<file path="src/rtl/dual_edge_accum.sv">
module dual_edge_accum #(
  parameter int CNT_W    = 8,
  parameter int SYNC_LEN = 2
) (
  input  logic             clk,
  input  logic             rst_n,
  input  logic [1:0]       addr,
  input  logic             wr_en,
  input  logic [CNT_W-1:0] wr_data,
  output logic [CNT_W-1:0] rd_data,
  input  logic             pin0,
  input  logic             pin1,
  output logic             irq
);
  localparam logic [1:0] A_CTRL = 2'd0;
  localparam logic [1:0] A_LANE = 2'd1;
  localparam logic [1:0] A_LO   = 2'd2;
  localparam logic [1:0] A_HI   = 2'd3;
  localparam int B_CASC = 6;
  localparam int B_IE   = 1;
  localparam int B_FLAG = 7;
  localparam logic [CNT_W-1:0] TOP = '1;

  logic [SYNC_LEN:0] sh0, sh1;
  logic              casc_q, ie_q, flag_q;
  logic [1:0]        en_q, pol_q;
  logic [CNT_W-1:0]  cnt0_q, cnt1_q;

  always_ff @(posedge clk or negedge rst_n)
    if (!rst_n) begin
      sh0 <= '0;
      sh1 <= '0;
    end else begin
      sh0 <= {sh0[SYNC_LEN-1:0], pin0};
      sh1 <= {sh1[SYNC_LEN-1:0], pin1};
    end

  wire ev0 = pol_q[0] ? (sh0[SYNC_LEN] & ~sh0[SYNC_LEN-1]) : (~sh0[SYNC_LEN] & sh0[SYNC_LEN-1]);
  wire ev1 = pol_q[1] ? (sh1[SYNC_LEN] & ~sh1[SYNC_LEN-1]) : (~sh1[SYNC_LEN] & sh1[SYNC_LEN-1]);

  wire wr_ctrl = wr_en && addr == A_CTRL;
  wire wr_lane = wr_en && addr == A_LANE;
  wire wr_lo   = wr_en && addr == A_LO;
  wire wr_hi   = wr_en && addr == A_HI;

  wire inc0  = ev0 & (casc_q | en_q[0]);
  wire carry = casc_q & inc0 & (cnt0_q == TOP) & ~wr_lo;
  wire inc1  = casc_q ? carry : (ev1 & en_q[1]);
  wire wrap  = casc_q & inc1 & (cnt1_q == TOP) & ~wr_hi;

  always_ff @(posedge clk or negedge rst_n)
    if (!rst_n) begin
      casc_q <= 1'b0;
      ie_q   <= 1'b0;
      en_q   <= '0;
      pol_q  <= '0;
      flag_q <= 1'b0;
      cnt0_q <= '0;
      cnt1_q <= '0;
    end else begin
      if (wr_ctrl) begin
        casc_q <= wr_data[B_CASC];
        ie_q   <= wr_data[B_IE];
      end
      if (wr_lane) begin
        en_q  <= wr_data[1:0];
        pol_q <= wr_data[5:4];
      end
      if (wrap)                           flag_q <= 1'b1;
      else if (wr_lane && wr_data[B_FLAG]) flag_q <= 1'b0;
      if (wr_lo)      cnt0_q <= wr_data;
      else if (inc0)  cnt0_q <= cnt0_q + 1'b1;
      if (wr_hi)      cnt1_q <= wr_data;
      else if (inc1)  cnt1_q <= cnt1_q + 1'b1;
    end

  always_comb begin
    rd_data = '0;
    case (addr)
      A_CTRL: begin
        rd_data[B_CASC] = casc_q;
        rd_data[B_IE]   = ie_q;
      end
      A_LANE: begin
        rd_data[1:0]    = en_q;
        rd_data[5:4]    = pol_q;
        rd_data[B_FLAG] = flag_q;
      end
      A_LO:    rd_data = cnt0_q;
      default: rd_data = cnt1_q;
    endcase
  end

  assign irq = flag_q & ie_q;
endmodule

</file>
<file path="config.mk">
export PLATFORM = sky130hd
export DESIGN_NAME = dual_edge_accum
export DESIGN_NICKNAME = d
export VERILOG_FILES = /design/src/rtl/dual_edge_accum.sv
export SDC_FILE = /design/constraint.sdc
export NUM_CORES = 1
export LEC_CHECK = 0
export ABC_AREA = 0
export BUFFER_PORTS_ARGS = -buffer_cell sky130_fd_sc_hd__buf_2
export CAP_MARGIN = 10
export CORE_MARGIN = 1
export CORE_UTILIZATION = 25
export CTS_BUF_LIST = sky130_fd_sc_hd__clkbuf_8 sky130_fd_sc_hd__clkbuf_16
export CTS_CLUSTER_DIAMETER = 50
export CTS_CLUSTER_SIZE = 30
export DETAILED_ROUTE_END_ITERATION = 10
export SLEW_MARGIN = 20
export SYNTH_ARGS = -nofsm -noshare
export SYNTH_HDL_FRONTEND = slang
export SYNTH_SLANG_ARGS = --single-unit
</file>
<file path="constraint.sdc">
create_clock -name clk -period 2 [get_ports clk]
set_input_delay 0.2 -clock clk [delete_from_list [all_inputs] [get_ports clk]]
set_output_delay 0.2 -clock clk [all_outputs]
set_load 0.01 [all_outputs]
</file>
Word level (Yosys, flattened, before mapping)
Cells that the tools add are included.
W data, S select, Z words.
{"block": "op_classes", "muxes": 15, "n_eq_ne": 5, "addsub": 2, "n_bitwise": 20, "n_reduce_logical": 10}
{"cell": "$mux W8", "count": 4}
{"cell": "$add A8 B1 Y8 const B", "count": 2}
{"cell": "$eq A8 B8 Y1 const B", "count": 2}
{"cell": "$and A1 B1 Y1", "count": 13}
{"cell": "$pmux W1 S3", "count": 4}
{"cell": "$not A1 Y1", "count": 6}
{"cell": "$pmux W2 S3", "count": 1}
{"cell": "$reduce_bool A2 Y1", "count": 3}
{"cell": "$logic_and A1 B1 Y1", "count": 5}
{"cell": "$mux W1", "count": 5}
{"cell": "$eq A2 B2 Y1 const B", "count": 2}
{"cell": "$pmux W2 S2", "count": 1}
{"cell": "$eq A2 B1 Y1 const B", "count": 1}
{"cell": "$logic_not A2 Y1", "count": 1}
{"cell": "$reduce_or A2 Y1", "count": 1}
{"cell": "$or A1 B1 Y1", "count": 1}
{"block": "word_totals", "wordCells": 61, "ff_bits": 29, "input_bits": 15}

Longest topological paths before layout
Gate-level depths: netlist of the first run.
{"block": "logic_depth", "ltp_word": 12, "depth_mapped": 7, "mapped_depth_nobuf": 6}

Least setup slack after synthesis of the first run
No wires, ideal clock.
{"block": "synth_path", "kind": "reg2reg", "startpoint": "reg pol_q[0]", "endpoint": "reg cnt1_q[5]", "path_stages_with_launch": 6, "slack_ps": 146, "arrival_time_ps": 1772, "period_less_slack_ps": 1854, "n_path_buf": 0, "setup_time_ps": 82, "cell_sequence": "dfrtp_1 -> or3b_4 -> a21oi_4 -> a32oi_2 -> or4_1 -> a31oi_1"}
{"block": "synth_via", "elab_chain_cells": 7}
{"item": "from (decl)", "line": "26", "source": "logic [1:0] en_q, pol_q;"}
{"item": "from (signal assigned)", "line": "67", "source": "pol_q <= wr_data[5:4];"}
{"item": "$mux W1", "line": "38", "source": "wire ev0 = pol_q[0] ? (sh0[SYNC_LEN] & ~sh0[SYNC_LEN-1]) : (~sh0[SYNC_LEN] & sh0[SYNC_LEN-1]);"}
{"item": "$and A1 B1 Y1", "line": "46", "source": "wire inc0 = ev0 & (casc_q | en_q[0]);"}
{"item": "$and A1 B1 Y1 (3 in series)", "line": "47", "source": "wire carry = casc_q & inc0 & (cnt0_q == TOP) & ~wr_lo;"}
{"item": "$mux W1", "line": "48", "source": "wire inc1 = casc_q ? carry : (ev1 & en_q[1]);"}
{"item": "$reduce_bool A2 Y1 (no line)"}
{"item": "to (signal assigned)", "line": "73", "source": "if (wr_hi) cnt1_q <= wr_data;"}
{"item": "to (signal assigned)", "line": "74", "source": "else if (inc1) cnt1_q <= cnt1_q + 1'b1;"}
{"item": "to (decl)", "line": "27", "source": "logic [CNT_W-1:0] cnt0_q, cnt1_q;"}
No other way between the ends.
A chain may end at the register's enable or synchronous reset.

Worst setup path in the final report of the first run
{"block": "layout_path", "startpoint": "reg pol_q[0]", "endpoint": "reg cnt1_q[7]"}
Same word-level chain as after synthesis.

==> qor.yml, run 1 <==
drt_iter0_markers: 73
slew_headroom_pct: 54.6
layout_min_cycle_time_ns: 1.91
synth-compound-area-share_pct: 13.9
max-vdd-ir-drop_uv: 432
fin_tns_setup_ns: 0
synth_cell_types: 32
route.vias.total: 1331
cp.arrival_ns: 2.12
hold_viol: 0
crit_family: "simple AND/OR/NAND/NOR gates"
tritoncts.num_buffers: 5
grt_max_degree: 30
ant_nets: 0
synth_fp_nets: 167
grt_overflow: 0
cpMaxStageDelayCell: "or4_1"
max_stage_delay_ns: 0.51
cts_tree: "done"
vias_per_cell: 4.99
power_mw: 2.14
hpwl_um: 2900
final_common_cell: "dfrtp_1"
setup_viol: 0
required_ns: 2.21
dr.pass1.iters: 4
fin_area_um2: 2000
placementRows: 28
cts.reportedPaths.clkPinSlew_ns: 0.07
area_delta_synth_final_pct: 28.0
power.internal_mw: 1.41
ys_warn_count: 0
core_area_um2: 5960
synthAdderAreaFrac_pct: 1.60
grt_pass1_vias: 1243
synth_xor_area_share_pct: 4.49
worstHoldPathType: "primary input to flop"
tightest_slew_ns: 0.681
crit_buf_inv: 0
crit_chain: "or3b_4 > a21oi_4 > a32oi_4 > or4_1 > a31oi_1"
swShare_pct: 34.0
h-tree-depth: 2
ys_seq_area_share_pct: 46.5
drive_gt1_share_pct: 32.3
cp-end-kind: "flop"
die_x_um: 81.0
start_kind: "flop"
syn_avg_cell_area_um2: 10.4
grt_pass1_wl_um: 6490
track_usage_pct: 13.5
synthFlopType: "dfrtp_1"
seq_power_share_pct: 40.7
synthArstFlopShare_pct: 100
clkPwrFrac_pct: 25.3
period_share_pct: 95.7
synth_top_family_by_area: "simple AND/OR/NAND/NOR gates"
ys_ff_latch: 29
place_congestion: 0.811
drc: 0
placed_cell_area_um2: 1840
slew_violations: 0
outcome: "finished, final reports clean"
fin_util_pct: 33.6
fp.dieH_um: 81.0
final_cell_mix: "dfrtp_1 (29), buf_2 (23), buf_4 (15)"
port_buffers: 23
ios: 24
start_util_pct: 26.2
die_area_um2: 6570
synth_cells: 150
nets: 208
p_leak_nw: 0.849
synth_mux_area_share_pct: 11.9
clock-sinks: 29
netSwitchingPower_uw: 727
powerDensity_nw_per_um2: 1070
max-cap-violations: 0
clk_path_buf_depth: 2
cts_root_buf: "clkbuf_8"
yosys.area_share.simple_pct: 19.6
clkLatencyLatePin_ns: 0.29
wirelength_um: 4040
fillers: 635
grt_antenna_before_repair: 0
synth_area_um2: 1560
wl_per_cell_um: 15.1
synth-edff-count: 0
combinationalPowerShare_pct: 33.9
critical_path.max_fanout: 5
max_freq_ghz: 0.522
worstSetupPathType: "flop to flop"
antennaDiodeCount: 0
skew_ns: 0.00645
## registers in the layout, indices dropped and copies added, names as in the netlist
name / count
casc_q: 1
cnt0_q: 8
cnt1_q: 8
en_q: 2
flag_q: 1
ie_q: 1
pol_q: 2
sh0: 3
sh1: 3
## path summary, 6_finish.rpt
path / start / end / slack (ns) / depth (start not counted)
max in group asynchronous: rst_n / sh0[0] / 1.06 / 2
min reg2reg: sh1[0] / sh1[1] / 0.35 / 0
max: pol_q[0] / cnt1_q[7] / 0.09 / 5
min in group asynchronous: rst_n / cnt0_q[6] / 0.50 / 2
min: pin1 / sh1[0] / 0.02 / 1
max reg2reg: pol_q[0] / cnt1_q[7] / 0.09 / 5
## cells in the mapped netlist (2+ instances only)
cell | n | share of area, %
a21oi_1 | 10 | 3.2
a22o_1 | 5 | 2.8
a31oi_1 | 3 | 1.2
and2_1 | 2 | 0.80
and3_1 | 5 | 2.0
clkbuf_1 | 5 | 1.2
dfrtp_1 | 29 | 46
ha_1 | 2 | 1.6
inv_1 | 2 | 0.48
mux2_2 | 11 | 7.9
mux2i_1 | 4 | 2.6
nand2_1 | 7 | 1.7
nand3_1 | 6 | 1.9
nand3b_1 | 3 | 1.4
nand4_1 | 6 | 2.4
nor2_1 | 14 | 3.4
nor2b_1 | 4 | 1.6
o211ai_1 | 3 | 1.4
o21ai_0 | 4 | 1.3
o31ai_1 | 3 | 1.4
or4_1 | 5 | 2.4
xnor2_1 | 3 | 1.7
xor2_1 | 5 | 2.8
## metal layers
metal | vias to the layer above | wire (um) | global-route usage, %
li1 | 639 | - | -
met1 | 621 | 1880 | 18.7
met2 | 61 | 1820 | 20.4
met3 | 10 | 254 | 3.26
met4 | 0 | 82 | 4.82
met5 | - | 0 | 0
## cell type report
cell class | instances | area [um2] | share of cell area, %
well taps | 75 | 93.8 | 4.70
clock buffers | 7 | 96.3 | 4.82
inverters | 2 | 7.51 | 0.376
multi-input cells | 114 | 832 | 41.6
clock inverters | 1 | 5.00 | 0.250
repair buffers | 39 | 238 | 11.9
flip-flops and latches | 29 | 726 | 36.3
## kinds of logic (layout without fill, tap and decap cells)
| group | Yosys count | count (layout) |
|---|---|---|
| xor+xnor | 8 | 8 |
| buf+inv | 8 | 49 |
| simple gates | 56 | 56 |
| compound gates | 31 | 32 |
| flops | 29 | 29 |
| mux | 16 | 16 |
| fa+ha+maj | 2 | 2 |
## what timing repair did
action	in CTS	in global routing
hold buffers	1	0
endpoints found under the setup margin	0	5
gates resized for setup	0	1
endpoints found under the hold margin	29	0
buffers inserted	0	2
## power by group through the flow
stage | Clock, mW | Sequential, mW | Combinational, mW
final | 0.542 | 0.871 | 0.726
after floorplan | 0 | 0.867 | 0.417
after global placement | 0 | 0.875 | 0.690
after CTS | 0.556 | 0.870 | 0.705
after detailed placement | 0 | 0.880 | 0.697
after global routing | 0.581 | 0.899 | 0.815
## through the flow
stage	hold WS [ns]	std cells	setup WS, ns
final	0.0204	267	0.0853
after global routing	0.0141	267	-0.00309
after CTS	0.0110	264	0.0286
after detailed placement	0.279	255	0.0441
after global placement	0.285	255	0.0743
after floorplan	-0.0956	150	0.146
Note: power is estimated with default switching activity, not from simulation.
==> run 2: changes to the inputs <==
==> constraint.sdc (replaced) <==
create_clock -name clk -period 2 [get_ports clk]
set_input_delay 0.4 -clock clk [delete_from_list [all_inputs] [get_ports clk]]
set_output_delay 0.4 -clock clk [all_outputs]
set_load 0.01 [all_outputs]
==> run 2 against run 1 <==
  * First-iteration DRC count shrank 25%
  * Combinational power shrank 3.2%
  * Power grew 4.2%
  * Core utilization shrank 0.13 points
  * Design area shrank 0.38%
  * Critical path depth grew 1
  * Hold slack gained 0.13 ns
  * Global-route usage is essentially flat
==> qor.yml, run 2 (same netlist as run 1, synthesis figures left out) <==
clkLatencyLatePin_ns: 0.28
max-vdd-ir-drop_uv: 473
swShare_pct: 32.7
slew_violations: 0
grt_antenna_before_repair: 0
max_freq_ghz: 0.520
worstSetupPathType: "flop to flop"
port_buffers: 23
ios: 24
clkPwrFrac_pct: 29.0
worstHoldPathType: "primary input to async pin"
clock-sinks: 29
grt_max_degree: 30
crit_chain: "or3b_4 > a21oi_4 > a32oi_4 > buf_4 > or4_1 > nand3_1"
place_congestion: 0.769
final_cell_mix: "dfrtp_1 (29), buf_2 (23), buf_4 (15)"
top_regs: "cnt0_q (8), cnt1_q (8)"
tightest_slew_ns: 0.679
die_x_um: 81.0
outcome: "finished, final reports clean"
combinationalPowerShare_pct: 31.5
hold_viol: 0
wl_per_cell_um: 14.8
max-cap-violations: 0
placementRows: 28
fp.dieH_um: 81.0
wirelength_um: 3920
required_ns: 2.23
dr.pass1.iters: 4
cts_tree: "done"
start_util_pct: 26.2
power.internal_mw: 1.50
hpwl_um: 2890
die_area_um2: 6570
placed_cell_area_um2: 1830
drt_iter0_markers: 55
cpMaxStageDelayCell: "or4_1"
holdWs_ns: 0.150
seq_power_share_pct: 39.4
skew_ns: 0.00918
tritoncts.num_buffers: 5
slew_headroom_pct: 54.8
final_common_cell: "dfrtp_1"
clk_path_buf_depth: 2
critical_path.max_fanout: 8
max_stage_delay_ns: 0.45
netSwitchingPower_uw: 728
nets: 206
fin_tns_setup_ns: 0
drive_gt1_share_pct: 32.1
grt_pass1_wl_um: 6370
place_ws_ns: -0.0360
area_delta_synth_final_pct: 27.5
hold_buffers: 0
cp.arrival_ns: 2.15
track_usage_pct: 13.5
fillers: 632
drc: 0
cts_root_buf: "clkbuf_8"
cp-end-kind: "flop"
grt_overflow: 0
antennaDiodeCount: 0
finalWorstSetupSlack_ns: 0.0756
setup_viol: 0
period_share_pct: 96.2
vias_per_cell: 4.89
grt_pass1_vias: 1279
layout_min_cycle_time_ns: 1.92
h-tree-depth: 2
start_kind: "flop"
fin_area_um2: 1990
cts.reportedPaths.clkPinSlew_ns: 0.07
route.vias.total: 1296
powerDensity_nw_per_um2: 1120
dp.cells: 253
core_area_um2: 5960
ant_nets: 0
instances_no_fill: 265
p_leak_nw: 0.840
-- run 2: changes by cell type in the layout (fill, tap and decap cells not counted) --
| cell | before | now |
|---|---|---|
| a32oi_2 | 1 | 0 |
| dlygate4sd3_1 | 1 | 0 |
| clkinvlp_4 | 0 | 1 |
| clkinv_2 | 1 | 0 |
| bufinv_16 | 0 | 1 |
| clkbuf_8 | 7 | 6 |
-- run 2: through the flow --
stage	total power [mW]	utilization, %
after floorplan	1.28	-
after global placement	1.56	30.7
after detailed placement	1.57	30.7
after CTS	2.24	32.9
after global routing	2.36	33.4
final	2.23	33.4
-- run 2: area by class of cell --
type / instances / area (um2) / share of cell area (%)
Timing Repair Buffer: 38 / 228 / 11.4
Sequential cell: 29 / 726 / 36.5
Multi-Input combinational cell: 113 / 816 / 41.0
Clock buffer: 6 / 82.6 / 4.15
Inverter: 2 / 7.51 / 0.377
Tap cell: 75 / 93.8 / 4.71
Clock inverter: 2 / 37.5 / 1.89
-- run 2: path summary, 6_finish.rpt --
kind	start	slack (ns)	endpoint	depth (start not counted)
hold / removal	rst_n	0.15	cnt0_q[7]	1
setup / recovery	pol_q[0]	0.08	cnt1_q[3]	6
max in group asynchronous	rst_n	1.41	pol_q[0]	1
setup reg to reg	pol_q[0]	0.08	cnt1_q[3]	6
hold reg to reg	sh0[0]	0.36	sh0[1]	0
min in group clk	pin1	0.22	sh1[0]	1
-- run 2: power by group through the flow --
stage	Combinational [mW]	Sequential (mW)	Clock [mW]
floorplan	0.417	0.867	0
CTS	0.699	0.878	0.661
finish	0.703	0.879	0.647
detailed placement	0.686	0.888	0
global route	0.779	0.901	0.683
global placement	0.679	0.879	0
-- run 2: metal layers --
metal | vias up | track usage (%) | share of wire, %
met5 | - | 0 | 0
met4 | 0 | 4.46 | 1.4
met3 | 5 | 4.04 | 7.5
met2 | 42 | 20.6 | 46
met1 | 616 | 18.1 | 46
li1 | 633 | - | -
-- run 2: critical path, delay by kind of cell, from the launching register on --
family                 cells  cell delay (ns)
and+or+nand+nor            3             0.96
buffers and inverters      1             0.18
DFF                        1             0.38
AOI/OAI and AO/OA          2             0.35
-- run 2: timing repair --
action                     in CTS  in global routing
gates resized for setup         1                  0
pin swaps                       0                  1
buffers inserted                0                  4
setup endpoints to repair       2                  2
==> run 3: changes to the inputs <==
--- a/config.mk
+++ b/config.mk
@@ -5,7 +5,7 @@
 export SDC_FILE = /design/constraint.sdc
 export NUM_CORES = 1
 export LEC_CHECK = 0
-export ABC_AREA = 0
+export ABC_AREA = 1
 export BUFFER_PORTS_ARGS = -buffer_cell sky130_fd_sc_hd__buf_2
 export CAP_MARGIN = 10
 export CORE_MARGIN = 1
==> run 3 against run 2 <==
  * Combinational power fell by 2%
  * Power rose by 1.9%
  * Wire length rose by 12%
  * Synthesized cell count rose by 55%
  * Maximum frequency rose by 9.2%
  * Clock-buffer cell count did not move
  * Design area rose by 5.9%
  * Clock power fell by 2%
==> qor.yml, run 3 <==
ant_nets: 0
cts_tree: "done"
hpwl_um: 3360
wirelength_um: 4380
drive_gt1_share_pct: 18.9
netlist.top_cell.by_area: "dfrtp_1"
period_share_pct: 88.1
yosys.area.top_type_share_pct: 41.2
cp.arrival_ns: 1.36
cts-resized-gates: 0
max-cap-violations: 0
final_common_cell: "nand2_1"
synth.area.top_cells: "dfrtp_1 (41%), nand2_1 (18%), inv_1 (5.5%)"
tightest_slew_ns: 0.668
max_freq_ghz: 0.567
grt_max_degree: 30
worstHoldPathType: "primary input to async pin"
start_util_pct: 25.9
cpMaxStageDelayCell: "nor2_1"
critical_path.max_fanout: 4
placementRows: 30
ios: 24
worstSetupPathType: "primary input to output port"
slew_headroom_pct: 55.5
slew_violations: 0
dr.pass1.iters: 4
area_delta_synth_final_pct: 19.8
drt_iter0_markers: 80
clk_path_buf_depth: 2
syn_avg_cell_area_um2: 7.56
synth_area_um2: 1760
clkLatencyLatePin_ns: 0.28
drc: 0
powerDensity_nw_per_um2: 1080
required_ns: 1.60
synth_cell_types: 27
synthArstFlopShare_pct: 100
p_leak_nw: 1.09
setup_viol: 0
antennaDiodeCount: 0
max-vdd-ir-drop_uv: 311
synthTopCellsByCount: "nand2_1 (86), dfrtp_1 (29), inv_1 (26)"
wl_per_cell_um: 12.2
synth-edff-count: 0
fin_util_pct: 31.0
port_buffers: 23
grt_pass1_vias: 1554
max_stage_delay_ns: 0.24
ys_seq_area_share_pct: 41.2
ys_warn_count: 0
track_usage_pct: 13.4
hold_viol: 0
route.vias.total: 1594
top_regs: "cnt0_q (8), cnt1_q (8)"
place_congestion: 0.820
vias_per_cell: 4.43
cp-end-kind: "output port"
skew_ns: 0.00371
cts.reportedPaths.clkPinSlew_ns: 0.07
fp.dieH_um: 85.9
post-cts-setup-buffers: 0
final_cell_mix: "nand2_1 (86), dfrtp_1 (29), inv_1 (27)"
synthFlopType: "dfrtp_1"
nets: 280
core_area_um2: 6790
outcome: "finished, final reports clean"
hold_buffers: 0
layout_min_cycle_time_ns: 1.76
grt_overflow: 0
fin_tns_setup_ns: 0
die_area_um2: 7380
rsz0062_at_grt: "false"
grt_pass1_wl_um: 7570
synthMostInstantiatedCell: "nand2_1"
start_kind: "primary input"
h-tree-depth: 2
synth_fp_nets: 250
crit_chain: "buf_2 > inv_1 > nor2_1 > inv_1 > o221ai_1 > buf_2"
cts_root_buf: "clkbuf_8"
ys_ff_latch: 29
synth_cells: 233
grt_antenna_before_repair: 0
die_x_um: 85.9
tritoncts.num_buffers: 5
clock-sinks: 29
## run 3: path summary, 6_finish.rpt
path	start	endpoint	slack, ns	cells after the start
hold reg to reg	sh1[0]	sh1[1]	0.35	0
min in group clk	pin0	sh0[0]	0.22	1
setup reg to reg	cnt0_q[0]	cnt1_q[1]	0.49	7
max in group asynchronous	rst_n	cnt1_q[1]	1.42	1
hold / removal	rst_n	sh0[2]	0.15	1
setup / recovery	addr[0]	rd_data[5]	0.24	6
## run 3: final cells by class
type / instances / area (um2)
Clock buffer: 6 / 82.6
Clock inverter: 2 / 33.8
Fill cell: 741 / 4690
Inverter: 31 / 119
Multi-Input combinational cell: 172 / 905
Sequential cell: 29 / 726
Tap cell: 96 / 120
Timing Repair Buffer: 24 / 123
## run 3: layer usage
metal | track usage, % | up-vias | routed length, um
met5 | 0 | - | 0
met1 | 17.7 | 733 | 2090
met2 | 21.4 | 33 | 2090
met4 | 4.39 | 0 | 30
li1 | - | 824 | -
met3 | 3.37 | 4 | 173
## run 3: stage by stage
| stage | std cells | setup WS (ns) | area [um2] | hold WS [ns] | power [mW] |
|---|---|---|---|---|---|
| 2_1_floorplan | 233 | 0.604 | 1760 | 0.104 | 1.43 |
| 3_3_place_gp | 352 | 0.262 | 1990 | 0.336 | 1.64 |
| 3_5_place_dp | 352 | 0.254 | 1990 | 0.337 | 1.65 |
| 4_1_cts | 360 | 0.257 | 2110 | 0.181 | 2.29 |
| 5_1_grt | 360 | 0.197 | 2110 | 0.207 | 2.46 |
| 6_report | 360 | 0.238 | 2110 | 0.147 | 2.27 |
## run 3: critical path, delay by kind of cell
family	cells	cell delay (ns)
buf+inv	4	0.49
simple gates	1	0.24
compound gates	1	0.24
## run 3: kinds of logic (layout without fill, tap and decap cells)
family	count (synthesis)	in the layout	synth area share, %
adders and majority gates	2	2	1.42
xor gates and xnor gates	5	5	2.49
AOI/OAI and AO/OA	26	26	9.59
and+or+nand+nor	139	139	37.9
buffers and inverters	32	63	7.39
DFF	29	29	41.2
## run 3: report_power, final
group	internal [mW]	total, mW	switching [mW]
logic	0.284	0.690	0.406
clock network	0.401	0.632	0.231
registers	0.752	0.949	0.198
